**src/rtl/cfgspace_guard.sv**
```systemverilog
module cfgspace_guard #(
  parameter int          B_WORDS  = 8,
  parameter logic [31:0] B_WP_KEY = 32'h5B9B12E4,
  parameter logic [31:0] B_EP_KEY = 32'h84C1F396,
  localparam int         IDX_W    = (B_WORDS > 1) ? $clog2(B_WORDS) : 1
) (
  input  logic               clk,
  input  logic               rst_n,
  input  logic               op_valid,
  input  logic [2:0]         op_kind,
  input  logic               op_space,
  input  logic [IDX_W-1:0]   op_word,
  input  logic [1:0]         mode,
  input  logic [1:0]         cfg_a_field,
  input  logic               cfg_a_swp,
  input  logic               cfg_code_prot,
  input  logic               cfg_inhibit,
  input  logic [31:0]        cfg_b_wp_word,
  input  logic [31:0]        cfg_b_ep_word,
  input  logic [B_WORDS-1:0] cfg_b_used,
  input  logic               sw_set_a_wp,
  input  logic               sw_set_b_wp,
  input  logic               sw_set_b_ep,
  output logic               resp_valid,
  output logic               resp_allow,
  output logic               erase_a,
  output logic               erase_b,
  output logic               a_wp_persist
);

  localparam logic [2:0] K_READ = 3'd0;
  localparam logic [2:0] K_CRC  = 3'd1;
  localparam logic [2:0] K_EXEC = 3'd2;
  localparam logic [2:0] K_WORD = 3'd3;
  localparam logic [2:0] K_ROW  = 3'd4;
  localparam logic [2:0] K_PAGE = 3'd5;
  localparam logic [2:0] K_CHIP = 3'd6;

  logic               a_cfg, code_p, inhib, a_sw, a_pend;
  logic               b_wp_k, b_ep_k, b_wp_s, b_ep_s;
  logic [B_WORDS-1:0] used;
  logic               rv_q, al_q, ea_q, eb_q;

  logic serial, a_lock, b_wp, b_ep, word_ok, word_used, allow_c;
  logic do_chip, chip_b, page_a, page_b;

  assign serial    = (mode == 2'd2);
  assign a_lock    = code_p | inhib | (~serial & (a_sw | a_cfg));
  assign b_wp      = b_wp_k | b_wp_s;
  assign b_ep      = b_ep_k | b_ep_s;
  assign word_ok   = int'(op_word) < B_WORDS;
  assign word_used = word_ok ? used[op_word] : 1'b1;

  always_comb begin
    case (op_kind)
      K_READ, K_CRC: allow_c = 1'b1;
      K_WORD:        allow_c = op_space ? (~b_wp & ~word_used) : ~a_lock;
      K_PAGE:        allow_c = op_space ? (~b_wp & ~b_ep) : ~a_lock;
      K_CHIP:        allow_c = 1'b1;
      default:       allow_c = 1'b0;
    endcase
  end

  assign do_chip = op_valid & (op_kind == K_CHIP);
  assign chip_b  = ~b_wp & ~b_ep;
  assign page_a  = op_valid & (op_kind == K_PAGE) & ~op_space & allow_c;
  assign page_b  = op_valid & (op_kind == K_PAGE) &  op_space & allow_c;

  always_ff @(posedge clk) begin
    if (!rst_n) begin
      a_cfg  <= (cfg_a_field != 2'b11);
      code_p <= cfg_code_prot;
      inhib  <= cfg_inhibit;
      a_sw   <= cfg_a_swp;
      a_pend <= cfg_a_swp;
      b_wp_k <= (cfg_b_wp_word == B_WP_KEY);
      b_ep_k <= (cfg_b_ep_word == B_EP_KEY);
      b_wp_s <= 1'b0;
      b_ep_s <= 1'b0;
      used   <= cfg_b_used;
      rv_q   <= 1'b0;
      al_q   <= 1'b0;
      ea_q   <= 1'b0;
      eb_q   <= 1'b0;
    end else begin
      rv_q <= op_valid;
      al_q <= op_valid & allow_c;
      ea_q <= do_chip | page_a;
      eb_q <= (do_chip & chip_b) | page_b;
      if (do_chip) begin
        a_cfg  <= 1'b0;
        code_p <= 1'b0;
        a_sw   <= 1'b0;
        a_pend <= 1'b0;
      end else if (sw_set_a_wp) begin
        a_pend <= 1'b1;
      end
      if (sw_set_b_wp) b_wp_s <= 1'b1;
      if (sw_set_b_ep) b_ep_s <= 1'b1;
      if ((do_chip & chip_b) | page_b) used <= '0;
    end
  end

  assign resp_valid   = rv_q;
  assign resp_allow   = al_q;
  assign erase_a      = ea_q;
  assign erase_b      = eb_q;
  assign a_wp_persist = a_pend;

endmodule


```
**config.mk**
```make
export PLATFORM = sky130hd
export DESIGN_NAME = cfgspace_guard
export DESIGN_NICKNAME = d
export VERILOG_FILES = /design/src/rtl/cfgspace_guard.sv
export SDC_FILE = /design/constraint.sdc
export NUM_CORES = 1
export LEC_CHECK = 0
export BUFFER_PORTS_ARGS = -buffer_cell sky130_fd_sc_hd__buf_2
export CORE_MARGIN = 2
export CORE_UTILIZATION = 39
export DETAILED_ROUTE_END_ITERATION = 8
export GPL_TIMING_DRIVEN = 0
export HOLD_SLACK_MARGIN = 0.03
export PLACE_DENSITY = 0.94
export RECOVER_POWER = 50
export SYNTH_ARGS = -nofsm -noshare
export SYNTH_HDL_FRONTEND = slang
export SYNTH_SLANG_ARGS = --single-unit
```
**constraint.sdc**
```tcl
create_clock -name clk -period 2.7 [get_ports clk]
set_clock_uncertainty 0.1 [all_clocks]
set_input_delay 0.135 -clock clk [delete_from_list [all_inputs] [get_ports clk]]
set_output_delay 0.135 -clock clk [all_outputs]
set_load 0.05 [all_outputs]
```
==> After elaboration in Yosys (flattened, before gate mapping) <==
Cells that the tools add are included.
{ "word_totals": {"reg_bits": 21, "output_inout_bits": 5, "wordCells": 66} }
{ "classes": {"eq_ne": 11, "mux": 14, "order_cmp": 1, "bitwise_logic": 24, "n_reduce_logical": 2} }
{ "ops": {"columns": ["operator", "count"], "rows": [
  ["equality test 32 x 31 -> 1 bit (second input constant)", 1],
  ["equality test 32 bit (second input constant)", 1],
  ["two-way mux 8 bit", 2],
  ["bitwise AND 1 bit", 11],
  ["two-way mux 1 bit", 10],
  ["bitwise OR 1 bit", 7],
  ["equality test 3 bit (second input constant)", 2],
  ["NOT 1 bit", 6],
  ["< comparator 3 x 4 -> 1 bit (second input constant)", 1],
  ["inequality test 2 x 1 -> 1 bit (second input constant)", 2],
  ["binary-select mux 1 bit (select 3 bit)", 1],
  ["equality test 3 x 1 -> 1 bit (second input constant)", 1],
  ["equality test 3 x 2 -> 1 bit (second input constant)", 1],
  ["logical NOT 3 bit", 1],
  ["inequality test 3 x 1 -> 1 bit (second input constant)", 1],
  ["one-hot mux 1 bit (3 select lines)", 1],
  ["OR reduction 3 bit", 1],
  ["equality test 2 bit (second input constant)", 1],
  ["inequality test 2 bit (second input constant)", 1]
]} }

==> Logic depth before layout (Yosys ltp) <==
{ "logic_depth": {"depth_word": 11, "depth_mapped": 5, "mapped_depth_nobuf": 5} }

==> Worst setup path after synthesis <==
Ideal clock, no wire load.
{ "synth_timing": {"path_kind": "reg2reg", "start": "register b_wp_k", "end": "register used[0] (enable)", "path_buffers": 0, "setup_time_ns": 0.329, "setup_slack_ns": 1.115, "period_less_slack_ns": 1.585, "arrival_ns": 1.156, "required_ns": 2.271, "path_stages_with_launch": 5, "cell_sequence": "edfxtp_1 nor4_1 a21boi_0 nand3_1 nand2_1"} }
{ "synth_via": {"elab_chain_cells": 8, "elab_cells_between_ends": 11, "cone_classes": "eq/ne (1); mux (3); bitwise (7)"} }
{ "synth_lines": {"columns": ["element", "line", "rtl"], "rows": [
  ["start: declaration", "40", "logic b_wp_k, b_ep_k, b_wp_s, b_ep_s;"],
  ["start signal: assignment", "76", "b_wp_k <= (cfg_b_wp_word == B_WP_KEY);"],
  ["bitwise OR 1 bit *", "49", "assign b_wp = b_wp_k | b_wp_s;"],
  ["NOT 1 bit *", "57, 58, 65", null],
  ["bitwise AND 1 bit, on equally long branches", "58, 65, 57", null],
  ["two-way mux 1 bit, on equally long branches", "58, 57", null],
  ["one-hot mux 1 bit (3 select lines)", "55", "case (op_kind)"],
  ["bitwise AND 1 bit", "67", "assign page_b = op_valid & (op_kind == K_PAGE) & op_space & allow_c;"],
  ["bitwise OR 1 bit *", "100", "if ((do_chip & chip_b) | page_b) used <= '0;"],
  ["inequality test 2 x 1 -> 1 bit (no source line) *", null, null],
  ["end signal: assignment", "80", "used <= cfg_b_used;"],
  ["end: declaration", "41", "logic [B_WORDS-1:0] used;"]
]} }
Mark *: on every way between the ends. The rest lies on a longest branch, timed or not.
A chain may end at the register's enable or synchronous reset.

==> Worst setup path in the final report <==
{ "layout_timing": {"start": "register b_wp_k", "end": "register used[7] (enable)"} }
The elaborated chain is that of the path after synthesis.

==> results.md <==
- The flow ran to the end, and the final reports show no timing, DRC or antenna violations.
- In this run the worst hold path is classified as in2reg.
- Of the post-synthesis cell area, the dominant cell type holds 0.4211.
- The share of post-route cells with drive strength above 1 is 0.5126.
- The internal power of the cells totals roughly 0.5 mW.
- The DRC marker count from the first detailed-route iteration is just under 50.
- The highest clock frequency the design can meet is roughly 0.55 GHz.
- The floorplan die width is between 50 and 60 µm.
- The initial antenna violation count is 0.
- The tree built by TritonCTS fans out to 21 sinks.
- STA classifies the critical path startpoint as a flip-flop.
- After clock tree synthesis, the clock-pin slew on the worst setup and hold paths is approximately 0.11 ns.
- The floorplan step defined a die boundary enclosing roughly 0.0032 mm².
- Of the total power, registers draw 0.568.
- After detailed routing, the number of remaining DRC violations is 0.
- The total iterations of the first detailed-routing run is 4.
- The area fraction in compound gates after synthesis is 0.06082.
- The number of global-route vias before repair was 1,173.
- After synthesis, the share of cell area in mux cells is 0.06901.
- The register with the highest flop count is used.
- The max-cap violation count is 0.
- The HPWL after detailed placement is between 2000 and 3000 µm.
- TritonCTS built the clock tree.
- Counting flops with a built-in enable in the synthesized netlist gives 15.
- For the pin with the worst max-slew slack, the measured transition is between 0.6 and 0.7 ns.
- Once the clock tree was built, the resizer swapped 0 gates to a different size.
- The most used standard cell by instance count after synthesis is edfxtp_1.
- The number of register bits inferred by synthesis is 21.
- The net count reported at finish is 292.
- The most area-hungry cell type in the Yosys netlist is edfxtp_1.
- The height of the die is 56.38 µm.
- The total power after layout is ~0.65 mW.
- Of the total synthesized cell area, the portion taken by AND, OR, NAND and NOR gates is 0.3193.
- Headroom to the max-slew limit came out at 0.5830.
- At the later pin of the worst-skew pair, clock insertion delay measures between 0.2 and 0.3 ns.
- The initialized floorplan defines 18 standard-cell rows.
- The largest fanout on the critical path is 8.
- By area, the combinational part of the netlist is dominated by simple AND/OR/NAND/NOR gates.
- The number of nets with antenna violations after routing is 0.
- Entering global routing, the biggest net connects 13 pins.
- The relative contribution of combinational cells to total power is 0.214.
- Summed over all layers, the global routing overflow is 0.
- The post-route fraction of the period consumed by the critical path is 0.6680.
- Using the TritonRoute via totals, the vias-per-cell ratio works out to between 5 and 6.
- CTS built an H-tree with a depth of 1.
- Routability-driven placement finished with a final weighted congestion of around 0.78.
- Setup repair after global routing left no endpoint under its margin.
- The number of max-slew violations in the final report is 0.
- The maximum vdd ir drop is around 0.28 mV.
- After detailed routing, the average wire length per cell comes to 13.02 µm.
- In this run the power density over the cells is around 400 mW/mm².
- The flip-flop count of the largest register, all copies and words added is 8.
- Adding up every negative setup slack in the final design gives 0 ns.
- The fraction of the yosys area taken by sequential cells is 0.5333.
- Buffers inserted during clock tree synthesis total 3.
- The required time of the worst setup path is 2.58 ns.
- The class of the most critical setup path is reg2reg.
- Data arrives at the worst endpoint at 1.68 ns.
- The effective utilization at floorplan is 0.4204.
- The total wire length is roughly 3000 µm.
- The proportion of synthesized flip-flops having asynchronous set or reset is 0.
- The routed layout has about 1.2k vias.
- The commonest cells after synthesis are edfxtp_1, nor2b_1, nand2_1, nor2_1.
- The repair_antennas step left the layout with diodes totalling 0.
- The arithmetic-cell share of the synthesized area counting full adders, half adders and majority gates is 0.
- Setup violations remaining at the end of the flow were counted as 0.
- CTS placed an instance of clkbuf_4 at the clock tree root.
- The distinct cell type count of the synthesized netlist is 30.
- By area the synthesized netlist is led by edfxtp_1, dfxtp_1, nor2b_1, mux4_1, nor4b_1.
- The worst-case setup slack after placement is slightly above 0.9 ns.
- The mean instance size in the synthesized netlist is between 10 and 15 µm².
- The final critical path time including I/O delays and setup is 1.804 ns.
- The number of failing hold endpoints at the final stage is 0.
- Yosys printed 0 warnings.
- The number of nets in the synthesized netlist is 185.
- a little under 100 I/O pins were placed.
- The overall routing resource usage is 0.1949.
- The post-CTS repair timing setup buffer count is 0.
- The dominant register cell in the synthesized netlist is edfxtp_1.
- The clock tree buffer depth is 2.
- The setup slack after layout is ~0.90 ns.
- The wire length of the first global-routing pass is roughly 4900 µm.
- The region available for standard cell placement spans 0.002545 mm².
- The synthesized instance count is slightly above 90.
- The static leakage is between 0.7 and 0.8 nW.
- The clock share of power is 0.218.
- The net switching power figure is around 0.15 mW.
- The summed instance area of the synthesized netlist is between 0.001 and 0.0015 mm².
- Of the total synthesized cell area, the portion taken by XOR and XNOR cells is 0.
- Of the total power, the share spent switching nets is 0.2362.
- The worst setup path is captured at a flip-flop.
- Buffers placed on the I/O ports in this run total 96.
- The post-synthesis to final-layout area growth is 56.49%.
-- worst max-delay path: stages (launching register included) --
cell      delay, ns
edfxtp_1       0.40
nor4_1         0.33
a21boi_0       0.29
nand3_1        0.11
nand2_1        0.26
-- path summary, 6_finish.rpt --
check	start	to	slack, ns	depth (start not counted)
hold reg to reg	b_ep_s	b_ep_s	0.39	2
setup reg to reg	b_wp_k	used[7]	0.90	4
setup / recovery	b_wp_k	used[7]	0.90	4
hold / removal	cfg_b_used[1]	used[1]	0.03	2
-- power groups by stage --
stage	clock [mW]	combinational [mW]	sequential, mW
after CTS	0.145	0.140	0.372
after global placement	0	0.128	0.378
after floorplan	0	0.0409	0.390
final	0.143	0.140	0.372
after detailed placement	0	0.133	0.380
after global routing	0.161	0.153	0.375
-- layer usage --
metal  track usage  vias up  share of wire  routed length [µm]
met5             0        -              0                   0
met3       0.04147        4          0.092                 273
li1              -      575              -                   -
met4       0.03401        0          0.013                  38
met2        0.3832       71           0.53                1591
met1        0.2135      529           0.36                1078
-- area by class of cell --
type,instances,area [µm²]
clock buffer,3,22.52
tap,30,37.54
inverter,4,15.01
sequential,21,570.5
buffer,1,3.754
timing repair buffer,102,539.3
multi-input combinational,67,480.5
clock inverter,1,5.005
fill,211,870.8
-- layout by cell type, fill, tap and decap left out, types with 2 or more instances in the layout --
cell type	Yosys	final
clkbuf_1	1	2
nand2b_1	2	2
edfxtp_1	15	15
inv_1	4	4
nor4bb_1	5	5
o22ai_1	2	2
mux4_1	2	2
clkbuf_4	0	3
nand4_1	5	5
nor2_1	7	7
nand3_1	2	2
dfxtp_1	6	6
dlygate4sd3_1	0	6
nor2b_1	10	10
o21ai_0	2	2
nor4_1	3	3
nor4b_1	6	6
nand2_1	7	7
buf_2	0	95
-- repair_timing --
action | CTS | global route
hold buffers | 6 | 0
endpoints found under the hold margin | 6 | 0
endpoints found under the setup margin | 0 | 0
-- per-stage QoR --
| step | util | std cells | cell area, µm² | hold slack, ns |
|---|---|---|---|---|
| 2_1_floorplan | - | 93 | 1070 | 0.1339 |
| 3_3_place_gp | 0.6239 | 219 | 1588 | 0.2131 |
| 3_5_place_dp | 0.6239 | 219 | 1588 | 0.2239 |
| 4_1_cts | 0.6583 | 229 | 1675 | 0.03002 |
| 5_1_grt | 0.6578 | 229 | 1674 | 0.03052 |
| 6_report | 0.6578 | 229 | 1674 | 0.02876 |
-- kinds of logic after synthesis --
kind of cell / Yosys count
compound gates: 9
buf+inv: 5
mux: 4
flops: 21
simple gates: 54
No activity file was read; power rests on OpenSTA's default activity.
